--- src/rtl/tg_pkg.sv ---
package tg_pkg;

  localparam int REG_AW   = 4;
  localparam int FLD_W    = 16;
  localparam int IDX_W    = FLD_W + 1;
  localparam int UDP_HDR  = 42;
  localparam int RAW_HDR  = 14;
  localparam logic [7:0] IP_TTL   = 8'd64;
  localparam logic [7:0] IP_PROTO = 8'd17;

  localparam logic [REG_AW-1:0] A_CTRL    = 4'd0;
  localparam logic [REG_AW-1:0] A_SEL     = 4'd1;
  localparam logic [REG_AW-1:0] A_BURST   = 4'd2;
  localparam logic [REG_AW-1:0] A_DMAC_LO = 4'd3;
  localparam logic [REG_AW-1:0] A_DMAC_HI = 4'd4;
  localparam logic [REG_AW-1:0] A_SMAC_LO = 4'd5;
  localparam logic [REG_AW-1:0] A_SMAC_HI = 4'd6;
  localparam logic [REG_AW-1:0] A_SIP     = 4'd7;
  localparam logic [REG_AW-1:0] A_DIP     = 4'd8;
  localparam logic [REG_AW-1:0] A_PORTS   = 4'd9;
  localparam logic [REG_AW-1:0] A_RAWLEN  = 4'd10;
  localparam logic [REG_AW-1:0] A_UDPLEN  = 4'd11;

  typedef enum logic [1:0] {ST_IDLE, ST_SEND, ST_GAP} seq_st_t;

  // header size in bytes for the selected mode
  function automatic logic [IDX_W-1:0] hdr_len(input logic raw);
    return raw ? IDX_W'(RAW_HDR) : IDX_W'(UDP_HDR);
  endfunction

  // byte i (0 = most significant) of a 48-bit address
  function automatic logic [7:0] mac_byte(input logic [47:0] mac, input logic [2:0] i);
    logic [5:0]  sh;
    logic [47:0] t;
    sh = {3'(3'd5 - i), 3'b000};
    t  = mac >> sh;
    return t[7:0];
  endfunction

  // IPv4 header checksum over the fixed-format header
  function automatic logic [15:0] ip_csum(input logic [15:0] tot_len,
                                          input logic [31:0] sip,
                                          input logic [31:0] dip);
    logic [19:0] s;
    s = 20'h04500 + 20'(tot_len) + 20'({IP_TTL, IP_PROTO})
      + 20'(sip[31:16]) + 20'(sip[15:0]) + 20'(dip[31:16]) + 20'(dip[15:0]);
    s = 20'(s[15:0]) + 20'(s[19:16]);
    s = 20'(s[15:0]) + 20'(s[19:16]);
    return ~s[15:0];
  endfunction

endpackage

--- src/rtl/tg_regs.sv ---
module tg_regs
  import tg_pkg::*;
#(
  parameter int DATA_W = 32,
  parameter int CNT_W  = 16,
  parameter int GAP_W  = 16
) (
  input  logic              clk,
  input  logic              rst_n,
  input  logic              psel,
  input  logic              penable,
  input  logic              pwrite,
  input  logic [REG_AW-1:0] paddr,
  input  logic [DATA_W-1:0] pwdata,
  output logic [DATA_W-1:0] prdata,
  input  logic              busy,
  output logic              rise_raw,
  output logic              rise_udp,
  output logic              sel_raw,
  output logic [CNT_W-1:0]  cnt,
  output logic [GAP_W-1:0]  gap,
  output logic [47:0]       dmac,
  output logic [47:0]       smac,
  output logic [31:0]       sip,
  output logic [31:0]       dip,
  output logic [15:0]       sport,
  output logic [15:0]       dport,
  output logic [FLD_W-1:0]  raw_len,
  output logic [FLD_W-1:0]  udp_len
);

  logic [1:0] ctrl_q;
  logic       wr_en;
  logic       ctrl_wr;

  assign wr_en   = psel & penable & pwrite;
  assign ctrl_wr = wr_en & (paddr == A_CTRL);

  // start bits fire on a 0 -> 1 change of the stored value
  assign rise_raw = ctrl_wr & pwdata[1] & ~ctrl_q[1];
  assign rise_udp = ctrl_wr & pwdata[0] & ~ctrl_q[0];

  always_ff @(posedge clk) begin
    if (!rst_n) begin
      ctrl_q  <= '0;
      sel_raw <= 1'b0;
      cnt     <= '0;
      gap     <= '0;
      dmac    <= '0;
      smac    <= '0;
      sip     <= '0;
      dip     <= '0;
      sport   <= '0;
      dport   <= '0;
      raw_len <= '0;
      udp_len <= '0;
    end else if (wr_en) begin
      case (paddr)
        A_CTRL:    ctrl_q        <= pwdata[1:0];
        A_SEL:     sel_raw       <= pwdata[0];
        A_BURST: begin
          cnt <= pwdata[CNT_W-1:0];
          gap <= pwdata[16 +: GAP_W];
        end
        A_DMAC_LO: dmac[31:0]    <= pwdata[31:0];
        A_DMAC_HI: dmac[47:32]   <= pwdata[15:0];
        A_SMAC_LO: smac[31:0]    <= pwdata[31:0];
        A_SMAC_HI: smac[47:32]   <= pwdata[15:0];
        A_SIP:     sip           <= pwdata[31:0];
        A_DIP:     dip           <= pwdata[31:0];
        A_PORTS: begin
          sport <= pwdata[15:0];
          dport <= pwdata[31:16];
        end
        A_RAWLEN:  raw_len       <= pwdata[FLD_W-1:0];
        A_UDPLEN:  udp_len       <= pwdata[FLD_W-1:0];
        default: ;
      endcase
    end
  end

  always_comb begin
    prdata = '0;
    case (paddr)
      A_CTRL: begin
        prdata[1:0] = ctrl_q;
        prdata[8]   = busy;
      end
      A_SEL:     prdata[0] = sel_raw;
      A_BURST: begin
        prdata[CNT_W-1:0] = cnt;
        prdata[16 +: GAP_W] = gap;
      end
      A_DMAC_LO: prdata[31:0] = dmac[31:0];
      A_DMAC_HI: prdata[15:0] = dmac[47:32];
      A_SMAC_LO: prdata[31:0] = smac[31:0];
      A_SMAC_HI: prdata[15:0] = smac[47:32];
      A_SIP:     prdata[31:0] = sip;
      A_DIP:     prdata[31:0] = dip;
      A_PORTS:   prdata[31:0] = {dport, sport};
      A_RAWLEN:  prdata[FLD_W-1:0] = raw_len;
      A_UDPLEN:  prdata[FLD_W-1:0] = udp_len;
      default:   prdata = '0;
    endcase
  end

endmodule

--- src/rtl/tg_seq.sv ---
module tg_seq
  import tg_pkg::*;
#(
  parameter int CNT_W = 16,
  parameter int GAP_W = 16
) (
  input  logic             clk,
  input  logic             rst_n,
  input  logic             launch,
  input  logic             launch_raw,
  input  logic [FLD_W-1:0] len_in,
  input  logic [CNT_W-1:0] cnt_in,
  input  logic [GAP_W-1:0] gap_in,
  input  logic             tready,
  output logic             busy,
  output logic             sending,
  output logic             mode_raw,
  output logic [IDX_W-1:0] idx,
  output logic [FLD_W-1:0] len_q,
  output logic             last_byte,
  output logic             frame_end,
  output logic             more_frames,
  output logic             gap_zero
);

  seq_st_t          st;
  logic [CNT_W-1:0] left;
  logic [GAP_W-1:0] gap_q;
  logic [GAP_W-1:0] gcnt;
  logic [IDX_W-1:0] last_idx;

  assign last_idx    = hdr_len(mode_raw) + IDX_W'(len_q) - IDX_W'(1);
  assign sending     = (st == ST_SEND);
  assign busy        = (st != ST_IDLE);
  assign last_byte   = sending && (idx == last_idx);
  assign frame_end   = last_byte && tready;
  assign more_frames = (left != CNT_W'(1));
  assign gap_zero    = (gap_q == '0);

  always_ff @(posedge clk) begin
    if (!rst_n) begin
      st       <= ST_IDLE;
      left     <= '0;
      gap_q    <= '0;
      gcnt     <= '0;
      idx      <= '0;
      len_q    <= '0;
      mode_raw <= 1'b0;
    end else begin
      case (st)
        ST_IDLE: begin
          if (launch) begin
            st       <= ST_SEND;
            idx      <= '0;
            left     <= cnt_in;
            gap_q    <= gap_in;
            len_q    <= len_in;
            mode_raw <= launch_raw;
          end
        end
        ST_SEND: begin
          if (tready) begin
            if (last_byte) begin
              idx <= '0;
              if (!more_frames) begin
                st <= ST_IDLE;
              end else begin
                left <= left - CNT_W'(1);
                if (!gap_zero) begin
                  st   <= ST_GAP;
                  gcnt <= gap_q;
                end
              end
            end else begin
              idx <= idx + IDX_W'(1);
            end
          end
        end
        ST_GAP: begin
          gcnt <= gcnt - GAP_W'(1);
          if (gcnt == GAP_W'(1)) st <= ST_SEND;
        end
        default: st <= ST_IDLE;
      endcase
    end
  end

endmodule

--- src/rtl/tg_frame.sv ---
module tg_frame
  import tg_pkg::*;
(
  input  logic [IDX_W-1:0] idx,
  input  logic             mode_raw,
  input  logic [FLD_W-1:0] len,
  input  logic [47:0]      dmac,
  input  logic [47:0]      smac,
  input  logic [31:0]      sip,
  input  logic [31:0]      dip,
  input  logic [15:0]      sport,
  input  logic [15:0]      dport,
  output logic [7:0]       byte_out
);

  logic [15:0] tot_len;
  logic [15:0] udp_len;
  logic [15:0] csum;
  logic [5:0]  k;

  assign tot_len = len + 16'd28;
  assign udp_len = len + 16'd8;
  assign csum    = ip_csum(tot_len, sip, dip);
  assign k       = idx[5:0];

  always_comb begin
    byte_out = 8'h00;
    if (idx >= hdr_len(mode_raw)) begin
      byte_out = idx[7:0] - 8'd42;
    end else if (k < 6'd6) begin
      byte_out = mac_byte(dmac, k[2:0]);
    end else if (k < 6'd12) begin
      byte_out = mac_byte(smac, 3'(k - 6'd6));
    end else if (mode_raw) begin
      byte_out = (k == 6'd12) ? len[15:8] : len[7:0];
    end else begin
      case (k)
        6'd12: byte_out = 8'h08;
        6'd13: byte_out = 8'h00;
        6'd14: byte_out = 8'h45;
        6'd16: byte_out = tot_len[15:8];
        6'd17: byte_out = tot_len[7:0];
        6'd22: byte_out = IP_TTL;
        6'd23: byte_out = IP_PROTO;
        6'd24: byte_out = csum[15:8];
        6'd25: byte_out = csum[7:0];
        6'd26: byte_out = sip[31:24];
        6'd27: byte_out = sip[23:16];
        6'd28: byte_out = sip[15:8];
        6'd29: byte_out = sip[7:0];
        6'd30: byte_out = dip[31:24];
        6'd31: byte_out = dip[23:16];
        6'd32: byte_out = dip[15:8];
        6'd33: byte_out = dip[7:0];
        6'd34: byte_out = sport[15:8];
        6'd35: byte_out = sport[7:0];
        6'd36: byte_out = dport[15:8];
        6'd37: byte_out = dport[7:0];
        6'd38: byte_out = udp_len[15:8];
        6'd39: byte_out = udp_len[7:0];
        default: byte_out = 8'h00;
      endcase
    end
  end

endmodule

--- src/rtl/eth_test_gen.sv ---
module eth_test_gen
  import tg_pkg::*;
#(
  parameter int DATA_W = 32,
  parameter int CNT_W  = 16,
  parameter int GAP_W  = 16
) (
  input  logic              clk,
  input  logic              rst_n,
  input  logic              psel,
  input  logic              penable,
  input  logic              pwrite,
  input  logic [REG_AW-1:0] paddr,
  input  logic [DATA_W-1:0] pwdata,
  output logic [DATA_W-1:0] prdata,
  output logic [7:0]        m_tdata,
  output logic              m_tvalid,
  input  logic              m_tready,
  output logic              m_tlast
);

  logic             busy, sending, mode_raw;
  logic             rise_raw, rise_udp, sel_raw;
  logic [CNT_W-1:0] cnt;
  logic [GAP_W-1:0] gap;
  logic [47:0]      dmac, smac;
  logic [31:0]      sip, dip;
  logic [15:0]      sport, dport;
  logic [FLD_W-1:0] raw_len, udp_len, len_q;
  logic [IDX_W-1:0] idx;
  logic             last_byte, frame_end, more_frames, gap_zero;
  logic             launch_raw, launch_udp, launch;
  logic [7:0]       frame_byte;

  tg_regs #(.DATA_W(DATA_W), .CNT_W(CNT_W), .GAP_W(GAP_W)) u_regs (
    .clk(clk), .rst_n(rst_n), .psel(psel), .penable(penable), .pwrite(pwrite),
    .paddr(paddr), .pwdata(pwdata), .prdata(prdata), .busy(busy),
    .rise_raw(rise_raw), .rise_udp(rise_udp), .sel_raw(sel_raw),
    .cnt(cnt), .gap(gap), .dmac(dmac), .smac(smac), .sip(sip), .dip(dip),
    .sport(sport), .dport(dport), .raw_len(raw_len), .udp_len(udp_len)
  );

  // a start counts only when idle, matched to the selected mode, with a nonzero count
  assign launch_raw = rise_raw &  sel_raw & ~busy & (cnt != '0);
  assign launch_udp = rise_udp & ~sel_raw & ~busy & (cnt != '0);
  assign launch     = launch_raw | launch_udp;

  tg_seq #(.CNT_W(CNT_W), .GAP_W(GAP_W)) u_seq (
    .clk(clk), .rst_n(rst_n), .launch(launch), .launch_raw(launch_raw),
    .len_in(launch_raw ? raw_len : udp_len), .cnt_in(cnt), .gap_in(gap),
    .tready(m_tready), .busy(busy), .sending(sending), .mode_raw(mode_raw),
    .idx(idx), .len_q(len_q), .last_byte(last_byte), .frame_end(frame_end),
    .more_frames(more_frames), .gap_zero(gap_zero)
  );

  tg_frame u_frame (
    .idx(idx), .mode_raw(mode_raw), .len(len_q), .dmac(dmac), .smac(smac),
    .sip(sip), .dip(dip), .sport(sport), .dport(dport), .byte_out(frame_byte)
  );

  assign m_tvalid = sending;
  assign m_tlast  = last_byte;
  assign m_tdata  = sending ? frame_byte : 8'h00;

endmodule

--- config.mk ---
export PLATFORM = sky130hd
export DESIGN_NAME = eth_test_gen
export DESIGN_NICKNAME = d
export VERILOG_FILES = /design/src/rtl/tg_pkg.sv /design/src/rtl/tg_regs.sv /design/src/rtl/tg_seq.sv /design/src/rtl/tg_frame.sv /design/src/rtl/eth_test_gen.sv
export SDC_FILE = /design/constraint.sdc
export NUM_CORES = 1
export LEC_CHECK = 0
export ABC_CLOCK_PERIOD_IN_PS = 12000
export CORE_UTILIZATION = 56
export DETAILED_ROUTE_END_ITERATION = 8
export PLACE_DENSITY_LB_ADDON = 0.1
export SYNTH_ARGS = -nofsm -noshare
export SYNTH_HDL_FRONTEND = slang
export SYNTH_SLANG_ARGS = --single-unit
--- constraint.sdc ---
create_clock -name clk -period 12 [get_ports clk]
set_input_delay 2.4 -clock clk [delete_from_list [all_inputs] [get_ports clk]]
set_output_delay 2.4 -clock clk [all_outputs]
set_load 0.03 [all_outputs]
## Yosys cells after proc, flatten, opt, wreduce, memory -nomap -nowiden

Index checks and enable logic that the tools add are counted.

- $add $sub $neg: 19
- Muxes and demuxes: 36
- Bitwise gates (word level): 19
- Reduce and logical (&&, ||, !) cells: 25
- Eq/ne operators: 45
- Shifts and indexed selects: 2
- Order comparisons: 3

Operators by type and width:

| cell | count |
|---|---|
| $pmux 8 s22 | 1 |
| $mux 16 | 9 |
| $pmux 16 s6 | 1 |
| $shr 48x6->8 | 2 |
| $add 20x16->20 | 4 |
| $eq 6x5->1 const B | 12 |
| $pmux 7 s10 | 1 |
| $pmux 16 s2 | 2 |
| $pmux 6 s10 | 1 |
| $mux 17 | 3 |
| $eq 6x6->1 const B | 8 |
| $mux 8 | 6 |
| $pmux 17 s2 | 1 |
| $sub 16x1->16 const B | 2 |
| $reduce_and 2->1 | 13 |
| $pmux 1 s11 | 2 |
| $add 20x15->20 const B | 1 |
| $add 15x16->17 const A | 1 |
| $add 16x4->17 | 1 |
| $add 17x1->17 const B | 1 |
| $add 17x16->17 | 1 |
| $eq 17x17->1 | 1 |
| $ge 17x6->1 | 1 |
| $sub 17x1->17 const B | 1 |
| 36 further kinds | 73 |

- Register bits after elaboration: 343
- Logic and storage cells: 170
- Input port bits: 42
- Output and inout port bits: 42

## Depth between registers and ports, before layout

- Depth in word-level cells: 16
- Depth in mapped cells: 45
- Mapped depth without buffers: 42

## Cells and area by module

Synthesis repeated with hierarchy kept, for this count alone.

- Cell total of the unflattened synthesis: 2,929
- Area, all modules: 23,573.9 um^2

Modules (own cells, without submodules):

| module | cells an instance | area each (um^2) | seq. area each (um^2) | instances |
|---|---|---|---|---|
| tg_regs | 1,433 | 11,821.3 | 5,185.0 | 1 |
| tg_frame | 857 | 6,520.0 | 0.0 | 1 |
| tg_seq | 605 | 4,813.4 | 1,681.6 | 1 |
| eth_test_gen | 34 | 419.2 | 0.0 | 1 |

## Least setup slack after synthesis

Ideal clock, no wire load.

- Path type: register to output
- Start: register u_seq.len_q[4]
- End: output m_tdata[4]
- Stages on the path, launching flop included: 43
- Arrival time: 9.659 ns
- Buffers on the path: 3
- Setup slack: -0.059 ns
- Data required time: 9.600 ns
- Path through: dfxtp_1 buf_2 inv_1 ha_1 a21boi_0 or2_2 clkbuf_1 nor2_1 xnor2_1 inv_1 ha_1 inv_1 fa_1 inv_1 fa_1 fa_1 ha_1 a211oi_1 [7 not listed] nand2b_1 ha_1 a21o_1 nand3_1 nor4_1 clkbuf_1 and2_1 nand3_1 nor4_1 ha_1 nand2_1 nor2b_1 nand4_1 nor4_1 nand2_1 o41ai_1 nor2_1 o21ai_0

- Cells in the longest elaborated chain, start to end: 16
- Elaborated cells on any way between the ends: 18
- Classes of those cells: add/sub: 10; mux: 7; bitwise: 1

RTL lines:

| what | RTL line | text |
|---|---|---|
| start, declared | tg_seq.sv:19 | `output logic [FLD_W-1:0] len_q,` |
| start signal, assigned | tg_seq.sv:57 | `len_q <= len_in;` |
| $add 16x5->16 | tg_frame.sv:21 | `assign tot_len = len + 16'd28;` |
| $add 15x16->17 | tg_pkg.sv:45 | `s = 20'h04500 + 20'(tot_len) + 20'({IP_TTL, IP_PROTO})` |
| $add 20x15->20 | tg_pkg.sv:45 |  |
| $add 20x16->20 (4 in a row) | tg_pkg.sv:46 | `+ 20'(sip[31:16]) + 20'(sip[15:0]) + 20'(dip[31:16]) + 20'(dip[15:0]);` |
| $add 16x4->17 | tg_pkg.sv:47 | `s = 20'(s[15:0]) + 20'(s[19:16]);` |
| $add 16x4->16 | tg_pkg.sv:48 | `s = 20'(s[15:0]) + 20'(s[19:16]);` |
| $not 16->16 | tg_pkg.sv:49 | `return ~s[15:0];` |
| $pmux 8 s22 | tg_frame.sv:37 | `case (k)` |
| $mux 8 * | tg_frame.sv:34 | `end else if (mode_raw) begin` |
| $mux 8 * | tg_frame.sv:32 | `end else if (k < 6'd12) begin` |
| $mux 8 * | tg_frame.sv:30 | `end else if (k < 6'd6) begin` |
| $mux 8 * | tg_frame.sv:28 | `if (idx >= hdr_len(mode_raw)) begin` |
| $mux 8 * | eth_test_gen.sv:63 | `assign m_tdata = sending ? frame_byte : 8'h00;` |
| end, declared | eth_test_gen.sv:16 | `output logic [7:0] m_tdata,` |

Mark *: on every way between the ends. The rest lies on a longest branch, timed or not.

## Worst setup path after layout

- Start: register u_seq.len_q[2]
- End: output m_tdata[6]

- Cells in the longest elaborated chain, start to end: 16
- Elaborated cells on any way between the ends: 17
- Classes of those cells: add/sub: 10; mux: 6; bitwise: 1

RTL lines:

| what | RTL line |
|---|---|
| $add 16x5->16 | tg_frame.sv:21 |
| $add 15x16->17 | tg_pkg.sv:45 |
| $add 20x15->20 | tg_pkg.sv:45 |
| $add 20x16->20 (4 in a row) | tg_pkg.sv:46 |
| $add 16x4->17 | tg_pkg.sv:47 |
| $add 16x4->16 | tg_pkg.sv:48 |
| $not 16->16 | tg_pkg.sv:49 |
| $pmux 8 s22 * | tg_frame.sv:37 |
| $mux 8 * | tg_frame.sv:34 |
| $mux 8 * | tg_frame.sv:32 |
| $mux 8 * | tg_frame.sv:30 |
| $mux 8 * | tg_frame.sv:28 |
| $mux 8 * | eth_test_gen.sv:63 |

Marked as above.

==> impl_results.md <==
* Status: complete, no violations
* Post-Route WL at 90.4 mm
* Initial DRT Pass Iterations at 6
* Met1 Resource Use GR at 58.4%
* Most common cell after layout, fill and taps aside: nand2_1
* Final Net Count at 2,907
* VDD IR max at 135 uV
* Combinational group share of total power at 5.1%
* Post-synthesis xor/xnor area fraction at 3.69%
* Area growth from synthesis to layout at 12.1%
* Crit. End Element: output pin
* Max incr delay on CP at 500 ps
* Skew final at 35.5 ps
* Pwr dens at 101 mW/mm^2
* Mean area per synthesized cell at 7.71 sq um
* Register area at 0.00687 sq mm
* Synthesized Nets at 2,960
* Met2 usage in global routing at 68.5%
* Vias in the first global route at 20,000
* CTS H-tree lvls at 2
* Largest net degree at the start of global routing at 130
* Fin crit share at 97.2%
* Most frequent cell on the critical path: inv_1
* Antenna violations before repair at 1
* Post-synthesis cell count at 2,800
* Worst-margin pin slew at 1210 ps
* Critical Path Fanout Max at 7
* DR WL/cell at 27.6 um
* Main combinational cell family by area after synthesis: compound AO/OA/AOI/OAI gates
* First-pass GRT wire length at 131 mm
* Antenna-violating nets left at 0
* Die area at 0.0393 sq mm
* Clk Latency, worst-skew pair at 590 ps
* Top_reg_cell synth: dfxtp_1
* Sw power at 604 uW
* TritonCTS clock tree: yes
* Arrival time at the worst endpoint at 9260 ps
* Post-synth ARST share at 0%
* Compound-Gate Fraction of Synth Area at 23.2%
* I/O Pins at 84
* Gr ovfl total at 0
* Final GP Congestion at 1.07
* Slowest library cell on the worst path: fa_1
* DR iter-0 viols at 3,506
* Post-Synth Simple-Gate Area at 22.0%
* Startpoint Class: flip-flop
* Flip-flop and latch count after synthesis at 343
* Clock-pin slew on the worst setup and hold paths at 60 ps
* Placed Instance Area at 0.0225 sq mm
* Mapped cell area at 0.0216 sq mm
* Max Cap Violations at 0
* Most frequent cells in the layout: nand2_1 (632), dfxtp_1 (338), a21oi_1 (336)
* Post-synth EDFFs at 0
* Share of cells above drive strength 1 at 8.46%
* Final Max Slew Viols at 0
* Dpl hpwl at 65.7 mm
* Leak at 8.44 nW
* Longest Clk Path Bufs at 3
* Internal power at 1.84 mW
* Busiest layer in global routing: met2
* Yosys cell types at 85
* Multi-input gate area at 0.0138 sq mm
* Clk pwr share at 47.8%
* Switching share of power at 24.7%
* Fin cells at 3,278
* Vias per cell at 6.79
* Adder-cell share of the synthesized area at 8.55%
* Row count at 71
* Die Ht at 198 um
* Total CTS buffers at 39
* # diodes at 0
* Die Width at 198 um
* Worst hold path class: flip-flop to flip-flop
* Final hold viol count at 0
* # DRC at 0
* Clock sink count at 343
* Total Routing Usage GR at 45.4%
* Detailed-route via count at 22,300
* FMAX at 85.8 MHz
* Grt met3 use at 11.5%
* Worst path required time at 9600 ps
* Sequential area share after synthesis at 31.8%
* Fill count at 3,264
* Slew HR at 18.9%
* # setup viols final at 0
* Initial core utilization at 57.2%
* Final instance area at 0.0242 sq mm
* Tmin final at 11,660 ps
* Yosys Warn Count at 0
* Post-synthesis mux area share at 4.83%
* Seq pwr share at 47.1%
* Number of port buffers at 83
* Cell Count Post-Placement at 3,203
* Total core area at 0.0378 sq mm
* Root buffer cell: clkbuf_16
* Critical path class: flip-flop to output pin
[power groups by stage]
stage | sequential [mW] | combinational (mW) | clock (mW)
2_1_floorplan | 1.17 | 0.0688 | 0
3_3_place_gp | 1.17 | 0.117 | 0
3_5_place_dp | 1.17 | 0.118 | 0
4_1_cts | 1.15 | 0.119 | 1.17
5_1_grt | 1.15 | 0.130 | 1.21
6_report | 1.15 | 0.125 | 1.17
[through the flow]
step | total power, mW | utilization [%] | setup WS [ps] | setup TNS, ps | hold slack (ps)
2_1_floorplan | 1.24 | - | 168 | 0 | 433
3_3_place_gp | 1.29 | 59.7 | -34.9 | -43.3 | 447
3_5_place_dp | 1.29 | 59.7 | -287 | -625 | 448
4_1_cts | 2.43 | 63.2 | 27.0 | 0 | 456
5_1_grt | 2.49 | 64.1 | -64.4 | -117 | 482
6_report | 2.44 | 64.1 | 342 | 0 | 454
[layer usage]
metal / part of all wire (%) / wire length [um]
met5: 0.014 / 13
met4: 7.1 / 6410
met3: 13 / 11700
met2: 43 / 38600
met1: 37 / 33700
[registers in the layout, indices dropped and copies added, names as in the netlist, 16 cells and up]
register / cells
u_seq.len_q: 16
u_regs.cnt: 16
u_regs.dip: 32
u_regs.raw_len: 16
u_regs.gap: 16
u_regs.sport: 16
u_regs.smac: 48
u_seq.gcnt: 16
u_regs.dmac: 48
u_regs.udp_len: 16
u_regs.sip: 32
u_seq.left: 16
u_regs.dport: 16
u_seq.idx: 17
u_seq.gap_q: 16
[worst max-delay path, delay by kind of cell, from the launching register on]
kind                       cells  cell delay (ps)
AOI/OAI and AO/OA             11             2070
xor gates and xnor gates       1              250
adders and majority gates      8             2740
buffers and inverters          6              760
DFF                            1              360
and+or+nand+nor               14             2460
[cell usage after synthesis, types with 28 or more instances]
| master | n | area (sq um) |
|---|---|---|
| and3_1 | 30 | 188 |
| nand4_1 | 28 | 175 |
| nand3_1 | 50 | 250 |
| a21oi_1 | 340 | 1700 |
| a221oi_1 | 34 | 298 |
| a22o_1 | 36 | 315 |
| nand2_1 | 633 | 2380 |
| nor3_1 | 49 | 245 |
| fa_1 | 49 | 981 |
| o21ai_0 | 50 | 250 |
| dfxtp_1 | 343 | 6870 |
| mux2i_1 | 58 | 581 |
| a22oi_1 | 91 | 683 |
| clkbuf_1 | 207 | 777 |
| xnor2_1 | 61 | 534 |
| inv_1 | 101 | 379 |
| ha_1 | 69 | 863 |
| nor2_1 | 140 | 526 |
| xor2_1 | 30 | 263 |
[cell type report]
cell class,count,share of cell area (%)
well taps,511,2.64
repair buffers,134,5.34
multi-input cells,2127,57.1
clock inverters,9,0.419
inverters,102,1.61
clock buffers,52,4.52
flip-flops and latches,343,28.4
[cells by family after synthesis]
group | Yosys count
flops | 343
simple gates | 1074
buf+inv | 330
fa+ha+maj | 118
mux | 83
compound gates | 761
xor+xnor | 91
[worst paths after layout]
| check | from | end | slack [ps] | cells after the start |
|---|---|---|---|---|
| worst max-delay path | u_seq.len_q[2] | m_tdata[6] | 340 | 40 |
| worst min-delay path | u_seq.left[15] | u_seq.left[15] | 450 | 2 |
| worst max register to register | u_seq.st[1] | u_seq.idx[11] | 7790 | 11 |
| worst min register to register | u_seq.left[15] | u_seq.left[15] | 450 | 2 |
[what timing repair did]
action,4_1_cts,5_1_grt
hold buffers,0,0
gates resized for setup,26,48
buffers inserted,1,13
endpoints found under the setup margin,8,8
pin swaps,3,31
Note: power is estimated with default switching activity, not from simulation.
